### config.mk
export PLATFORM = sky130hd
export DESIGN_NAME = irqd_top
export DESIGN_NICKNAME = d
export VERILOG_FILES = /design/src/rtl/irqd_pkg.sv /design/src/rtl/irqd_cfg.sv /design/src/rtl/irqd_pend.sv /design/src/rtl/irqd_arb.sv /design/src/rtl/irqd_top.sv
export SDC_FILE = /design/constraint.sdc
export NUM_CORES = 2
export LEC_CHECK = 0
export BUFFER_PORTS_ARGS = -buffer_cell sky130_fd_sc_hd__buf_2
export CORE_ASPECT_RATIO = 1.25
export CORE_MARGIN = 1.5
export CORE_UTILIZATION = 35
export DETAILED_ROUTE_END_ITERATION = 6
export PLACE_DENSITY_LB_ADDON = 0.15
export SLEW_MARGIN = 25
export SYNTH_ARGS = -nofsm -noshare
export SYNTH_HDL_FRONTEND = slang
export SYNTH_HIERARCHICAL = 1
export SYNTH_SLANG_ARGS = --single-unit
### constraint.sdc
create_clock -name clk -period 58 [get_ports clk]
set_clock_uncertainty 0.15 [all_clocks]
set_input_delay 11.6 -clock clk [delete_from_list [all_inputs] [get_ports clk]]
set_output_delay 11.6 -clock clk [all_outputs]
set_load 0.01 [all_outputs]
### src/rtl/irqd_pkg.sv
package irqd_pkg;

  typedef enum logic [1:0] {
    FLD_ENABLE = 2'd0,
    FLD_PRIO   = 2'd1,
    FLD_TARGET = 2'd2,
    FLD_MODE   = 2'd3
  } cfg_field_e;

  // Lower numeric value wins; equal values do not beat an earlier pick.
  function automatic logic prio_beats(input logic [7:0] cand, input logic [7:0] best);
    return cand < best;
  endfunction

  // New pending row: clear first, then a fresh edge sets again.
  function automatic logic [7:0] pend_next(input logic [7:0] cur,
                                           input logic [7:0] set_m,
                                           input logic [7:0] clr_m);
    return (cur & ~clr_m) | set_m;
  endfunction

endpackage

### src/rtl/irqd_cfg.sv
module irqd_cfg #(
  parameter int NUM_SRC = 32,
  parameter int NUM_CPU = 4,
  parameter int PRIO_W  = 4,
  parameter int ID_W    = 5,
  parameter int CFG_W   = 4
) (
  input  logic                                  clk,
  input  logic                                  rst_n,
  input  logic                                  cfg_we,
  input  logic [1:0]                            cfg_field,
  input  logic [ID_W-1:0]                       cfg_src,
  input  logic [CFG_W-1:0]                      cfg_data,
  output logic [NUM_SRC-1:0]                    en_o,
  output logic [NUM_SRC-1:0][PRIO_W-1:0]        prio_o,
  output logic [NUM_SRC-1:0][NUM_CPU-1:0]       tgt_o,
  output logic                                  mode_o
);
  import irqd_pkg::*;

  cfg_field_e fld;
  assign fld = cfg_field_e'(cfg_field);

  for (genvar s = 0; s < NUM_SRC; s++) begin : g_src
    logic hit;
    assign hit = cfg_we && (cfg_src == ID_W'(s));
    always_ff @(posedge clk or negedge rst_n) begin
      if (!rst_n) begin
        en_o[s]   <= 1'b0;
        prio_o[s] <= '0;
        tgt_o[s]  <= '0;
      end else if (hit) begin
        case (fld)
          FLD_ENABLE: en_o[s]   <= cfg_data[0];
          FLD_PRIO:   prio_o[s] <= cfg_data[PRIO_W-1:0];
          FLD_TARGET: tgt_o[s]  <= cfg_data[NUM_CPU-1:0];
          default: ;
        endcase
      end
    end
  end

  always_ff @(posedge clk or negedge rst_n) begin
    if (!rst_n)                             mode_o <= 1'b0;
    else if (cfg_we && fld == FLD_MODE)     mode_o <= cfg_data[0];
  end

endmodule

### src/rtl/irqd_pend.sv
module irqd_pend #(
  parameter int NUM_SRC = 32,
  parameter int NUM_CPU = 4
) (
  input  logic                              clk,
  input  logic                              rst_n,
  input  logic [NUM_SRC-1:0]                irq_in,
  input  logic [NUM_SRC-1:0][NUM_CPU-1:0]   tgt,
  input  logic [NUM_SRC-1:0][NUM_CPU-1:0]   clr,
  output logic [NUM_SRC-1:0][NUM_CPU-1:0]   pend,
  output logic [NUM_SRC-1:0]                rise
);
  import irqd_pkg::*;

  logic [NUM_SRC-1:0] irq_q;

  always_ff @(posedge clk or negedge rst_n) begin
    if (!rst_n) irq_q <= '0;
    else        irq_q <= irq_in;
  end

  assign rise = irq_in & ~irq_q;

  for (genvar s = 0; s < NUM_SRC; s++) begin : g_row
    logic [NUM_CPU-1:0] set_m;
    assign set_m = rise[s] ? tgt[s] : '0;
    always_ff @(posedge clk or negedge rst_n) begin
      if (!rst_n) pend[s] <= '0;
      else        pend[s] <= NUM_CPU'(pend_next(8'(pend[s]), 8'(set_m), 8'(clr[s])));
    end
  end

endmodule

### src/rtl/irqd_arb.sv
module irqd_arb #(
  parameter int NUM_SRC = 32,
  parameter int PRIO_W  = 4,
  parameter int ID_W    = 5
) (
  input  logic                           clk,
  input  logic                           rst_n,
  input  logic [NUM_SRC-1:0]             elig,
  input  logic [NUM_SRC-1:0][PRIO_W-1:0] prio,
  output logic                           valid_o,
  output logic [ID_W-1:0]                id_o
);
  import irqd_pkg::*;

  logic              win_v;
  logic [ID_W-1:0]   win_id;
  logic [PRIO_W-1:0] win_p;

  always_comb begin
    win_v  = 1'b0;
    win_id = '0;
    win_p  = '1;
    for (int s = 0; s < NUM_SRC; s++) begin
      if (elig[s] && (!win_v || prio_beats(8'(prio[s]), 8'(win_p)))) begin
        win_v  = 1'b1;
        win_id = ID_W'(s);
        win_p  = prio[s];
      end
    end
  end

  always_ff @(posedge clk or negedge rst_n) begin
    if (!rst_n) begin
      valid_o <= 1'b0;
      id_o    <= '0;
    end else begin
      valid_o <= win_v;
      id_o    <= win_id;
    end
  end

endmodule

### src/rtl/irqd_top.sv
module irqd_top #(
  parameter int NUM_SRC = 32,
  parameter int NUM_CPU = 4,
  parameter int PRIO_W  = 4,
  localparam int ID_W   = $clog2(NUM_SRC),
  localparam int CFG_W  = (PRIO_W > NUM_CPU) ? PRIO_W : NUM_CPU
) (
  input  logic                      clk,
  input  logic                      rst_n,
  input  logic [NUM_SRC-1:0]        irq_in,
  input  logic                      cfg_we,
  input  logic [1:0]                cfg_field,
  input  logic [ID_W-1:0]           cfg_src,
  input  logic [CFG_W-1:0]          cfg_data,
  input  logic [NUM_CPU-1:0]        ack_valid,
  input  logic [NUM_CPU*ID_W-1:0]   ack_id,
  output logic [NUM_CPU-1:0]        irq_valid,
  output logic [NUM_CPU*ID_W-1:0]   irq_id
);

  logic [NUM_SRC-1:0]                en_q;
  logic [NUM_SRC-1:0][PRIO_W-1:0]    prio_q;
  logic [NUM_SRC-1:0][NUM_CPU-1:0]   tgt_q;
  logic                              mode_q;
  logic [NUM_SRC-1:0][NUM_CPU-1:0]   pend;
  logic [NUM_SRC-1:0][NUM_CPU-1:0]   clr;
  logic [NUM_SRC-1:0]                rise;
  logic [NUM_CPU-1:0][NUM_SRC-1:0]   elig;
  logic [NUM_CPU-1:0][ID_W-1:0]      aid;
  logic [NUM_CPU-1:0][ID_W-1:0]      pid;
  logic [NUM_CPU-1:0]                ack_ok;

  irqd_cfg #(.NUM_SRC(NUM_SRC), .NUM_CPU(NUM_CPU), .PRIO_W(PRIO_W),
             .ID_W(ID_W), .CFG_W(CFG_W)) u_cfg (
    .clk(clk), .rst_n(rst_n), .cfg_we(cfg_we), .cfg_field(cfg_field),
    .cfg_src(cfg_src), .cfg_data(cfg_data),
    .en_o(en_q), .prio_o(prio_q), .tgt_o(tgt_q), .mode_o(mode_q)
  );

  irqd_pend #(.NUM_SRC(NUM_SRC), .NUM_CPU(NUM_CPU)) u_pend (
    .clk(clk), .rst_n(rst_n), .irq_in(irq_in), .tgt(tgt_q),
    .clr(clr), .pend(pend), .rise(rise)
  );

  for (genvar c = 0; c < NUM_CPU; c++) begin : g_cpu
    assign aid[c] = ack_id[c*ID_W +: ID_W];
    assign irq_id[c*ID_W +: ID_W] = pid[c];
    assign ack_ok[c] = ack_valid[c] && irq_valid[c] && (aid[c] == pid[c]);

    for (genvar s = 0; s < NUM_SRC; s++) begin : g_el
      assign elig[c][s] = pend[s][c] && en_q[s] && tgt_q[s][c];
    end

    irqd_arb #(.NUM_SRC(NUM_SRC), .PRIO_W(PRIO_W), .ID_W(ID_W)) u_arb (
      .clk(clk), .rst_n(rst_n), .elig(elig[c]), .prio(prio_q),
      .valid_o(irq_valid[c]), .id_o(pid[c])
    );
  end

  // Clear matrix from accepted acknowledges, per clearing mode.
  always_comb begin
    clr = '0;
    for (int c = 0; c < NUM_CPU; c++) begin
      if (ack_ok[c]) begin
        for (int s = 0; s < NUM_SRC; s++) begin
          if (aid[c] == ID_W'(s)) begin
            if (mode_q) clr[s][c] = 1'b1;
            else        clr[s]    = '1;
          end
        end
      end
    end
  end

endmodule

==> results.md <==
* Non-Filler Cell Area, Final at 57200 um^2
* Die span in x at 351 um
* Pleak at 24.0 nW
* H-tree depth reported by CTS at 2
* Total setup violations reported at the end of the flow at 0
* Worst Hold Class: reg2reg
* Sum of net half-perimeters after detailed placement at 171000 um
* Fraction of post-synthesis cell area in the top cell type by area at 22.4%
* Biggest area contributors in the synthesized netlist: dfrtp_1 22%, mux2_2 7.4%, nand2_1 4.8%
* CTS clock-pin slew for the worst setup and hold paths at 70 ps
* Gate Count Post-Synth at 6525
* Instance area after placement at 55500 um^2
* Final hold viol count at 0
* Total of fill cells in the finished design at 15500
* Wire length of the first global-routing pass at 332000 um
* Mux cell area share after synthesis at 11.4%
* Min Clock Period, post-route at 53110 ps
* Slew headroom at 25.3%
* Distinct cell type count after synthesis at 164
* Largest stage delay on the critical path at 670 ps
* Final RePlAce weighted congestion at 0.984
* Arithmetic-cell share of the synthesized area counting full adders, half adders and majority gates at 4.20%
* Number of nets in the synthesized netlist at 6735
* Dominant synthesized flop cell: dfrtp_1
* Max-Cap Viols at 0
* Die height at 438 um
* Endpoint type of the worst setup path: flop
* Post-synthesis simple-gate area fraction at 23.9%
* Status: finished, final reports clean
* Fraction of the yosys area taken by sequential cells at 22.4%
* CTS tree: yes
* Multi-input logic area at 38200 um^2
* Global routing usage summed across all routing layers at 28.1%
* Post CTS Setup Buffer Count at 0
* Largest family of logic cells by synthesized area: compound AO/OA/AOI/OAI gates
* Wire length reported by the detailed router at 224000 um
* Number of global-route vias before repair at 52100
* CTS buffer count at 53
* Critical path fanouts, max at 17
* #FFs+latches synth at 473
* Number of antenna violations at the first check in global routing at 17
* Post-DRT Antenna Nets at 0
* Detailed-router iteration count before antenna repair at 6
* Compound-Gate Fraction of Synth Area at 31.4%
* Worst slew pin tran at 1110 ps
* Maximum vdd drop at 23.1 uV
* CP arrival at 53420 ps
* Req. time, crit path at 58310 ps
* Clk_lat worst skew at 660 ps
* Kind of cell adding the most delay to the critical path: compound AO/OA/AOI/OAI gates
* Vias after detailed routing at 53800
* Xor-xnor portion of the synthesized cell area at 1.24%
* Buffering stage count on the worst path with inverters included at 19
* Kind of launch point of the worst setup path: flop
* Avg Synthesized Cell Area at 8.10 um^2
* Die Outline Area at 153000 um^2
* Power per Cell Area at 21.4 nW/um^2
* Pin count of the biggest net entering global routing at 164
* Ports at 94
* Cell type with the highest aggregate area in the netlist: dfrtp_1
* Vias per cell at 6.24
* CTS root buf: clkbuf_16
* F_max at 0.0188 GHz
* Starting Density at 35.2%
* CTS sink count at 473
* IO buf count at 93
* Hold-fix buffer count after cts at 0
* Number of gates given a new drive strength after cts at 0
* # nets final at 6768
* FF/Latch Area at 11800 um^2
* Critical-path top delay cell: a211oi_4
* Type of the setup path with the least slack: reg2reg
* Unrepaired setup endpoints after global routing: no
* Cell repeated most along the worst path: ha_1
* DRC violation count after routing at 0
* Post-synth design cell area at 52900 um^2
* Routed length per instance at 25.9 um
* Initial DRC Count at 4373
* Count of synthesis-stage warnings from yosys at 6
* Fraction of layout instances using a drive strength above 1 at 15.5%
* Maximum root-to-sink buffer count at 3
* Layout overhead on the synthesized area at 8.25%
* Placeable core region at 150000 um^2
* Max-slew violations at 0
* Post-route setup TNS at 0 ps
* Number of flops mapped to enable cells by yosys at 0
* Number of rows in the core area at 159
* Share of flip-flops with an asynchronous set or reset after synthesis at 100%
* Global route overflow at 0
* Fin crit share at 91.6%
-- layer usage --
layer | GRT usage [%] | routed length (um)
met1 | 33.9 | 90600
met2 | 49.7 | 111000
met3 | 2.89 | 10700
met4 | 13.2 | 11600
met5 | 0 | 118
-- through the flow --
| stage | setup WS, ps | utilization (%) | hold WS (ps) | total power [W] | std cells |
|---|---|---|---|---|---|
| floorplan | 14300 | - | 315 | 0.000727 | 6525 |
| global placement | 5570 | 36.9 | 330 | 0.000874 | 8514 |
| global route | 733 | 38.1 | 358 | 0.00129 | 8613 |
| finish | 4890 | 38.1 | 346 | 0.00122 | 8617 |
| CTS | 5330 | 38.1 | 351 | 0.00122 | 8611 |
| detailed placement | 5510 | 36.9 | 334 | 0.000878 | 8514 |
-- logic make-up (layout without fill, tap and decap cells) --
| group | Yosys count | in the layout |
|---|---|---|
| fa+ha+maj | 187 | 187 |
| other cells | 0 | 5 |
| xor+xnor | 75 | 75 |
| compound gates | 2168 | 2168 |
| mux | 540 | 540 |
| simple gates | 2394 | 2394 |
| buf+inv | 688 | 763 |
| flops | 473 | 473 |
-- Yosys cell counts (140+ instances only) --
library cell	instances
a21oi_1	319
ha_1	140
o21ai_0	332
nand3_1	168
nand2_1	677
nor3_1	142
mux2_2	346
inv_1	462
and3_1	170
dfrtp_1	473
a22o_1	145
nor2_1	466
-- layout by cell type (no fill, tap or decap), types with 59 or more instances in the layout --
cell type / count
a211oi_1: 82
a21o_1: 60
a21oi_1: 319
a22o_1: 145
a31oi_1: 83
and2_1: 74
and3_1: 170
buf_2: 88
buf_4: 82
dfrtp_1: 473
ha_1: 140
inv_1: 462
mux2_2: 346
mux2i_1: 133
nand2_1: 677
nand2b_1: 107
nand3_1: 168
nor2_1: 465
nor2b_1: 76
nor3_1: 140
o211ai_1: 106
o21a_1: 78
o21ai_0: 332
o21ai_1: 59
o221ai_1: 72
or3_1: 109
-- worst reg2reg max path: cells and delay by family (launching register included) --
family,cells,cell delay (ps)
muxes,12,3800
DFF,1,390
adders and majority gates,31,9030
AOI/OAI and AO/OA,101,25280
buffers and inverters,19,1430
and+or+nand+nor,78,12830
-- path summary, 6_finish.rpt --
check	startpoint	endpoint	slack, ps	depth (start not counted)
worst max register to register	u_cfg/en_o[0]	g_cpu[0].u_arb/id_o[3]	4890	241
worst min-delay path	u_pend/pend[17]	u_pend/pend[17]	350	1
worst max-delay path	u_cfg/en_o[0]	g_cpu[0].u_arb/id_o[3]	4890	241
min in group asynchronous	rst_n	u_cfg/prio_o[125]	10840	1
max in group asynchronous	rst_n	u_cfg/prio_o[44]	45320	2
worst min register to register	u_pend/pend[17]	u_pend/pend[17]	350	1
-- area by class of cell --
| cell class | count | share of cell area [%] |
|---|---|---|
| multi-input combinational | 5364 | 66.7 |
| sequential | 473 | 20.7 |
| tap | 2012 | 4.40 |
| inverter | 492 | 3.23 |
| clock buffer | 76 | 2.70 |
| timing repair buffer | 174 | 1.99 |
| clock inverter | 21 | 0.293 |
| antenna | 5 | 0.0219 |
-- registers in the layout, indices dropped and copies added, names as in the netlist --
signal / cells
u_cfg/mode_o: 1
u_cfg/tgt_o: 128
u_cfg/prio_o: 128
g_cpu.u_arb/valid_o: 4
u_pend/pend: 128
u_cfg/en_o: 32
u_pend/irq_q: 32
g_cpu.u_arb/id_o: 20
-- power breakdown --
part,leakage (nW),internal (W),switching [W]
sequential,6.17,0.000383,0.0000615
clock,0.830,0.000187,0.000155
combinational,17.0,0.000170,0.000268
total,24.0,0.000740,0.000484
Power figures use the tool's default switching activity.
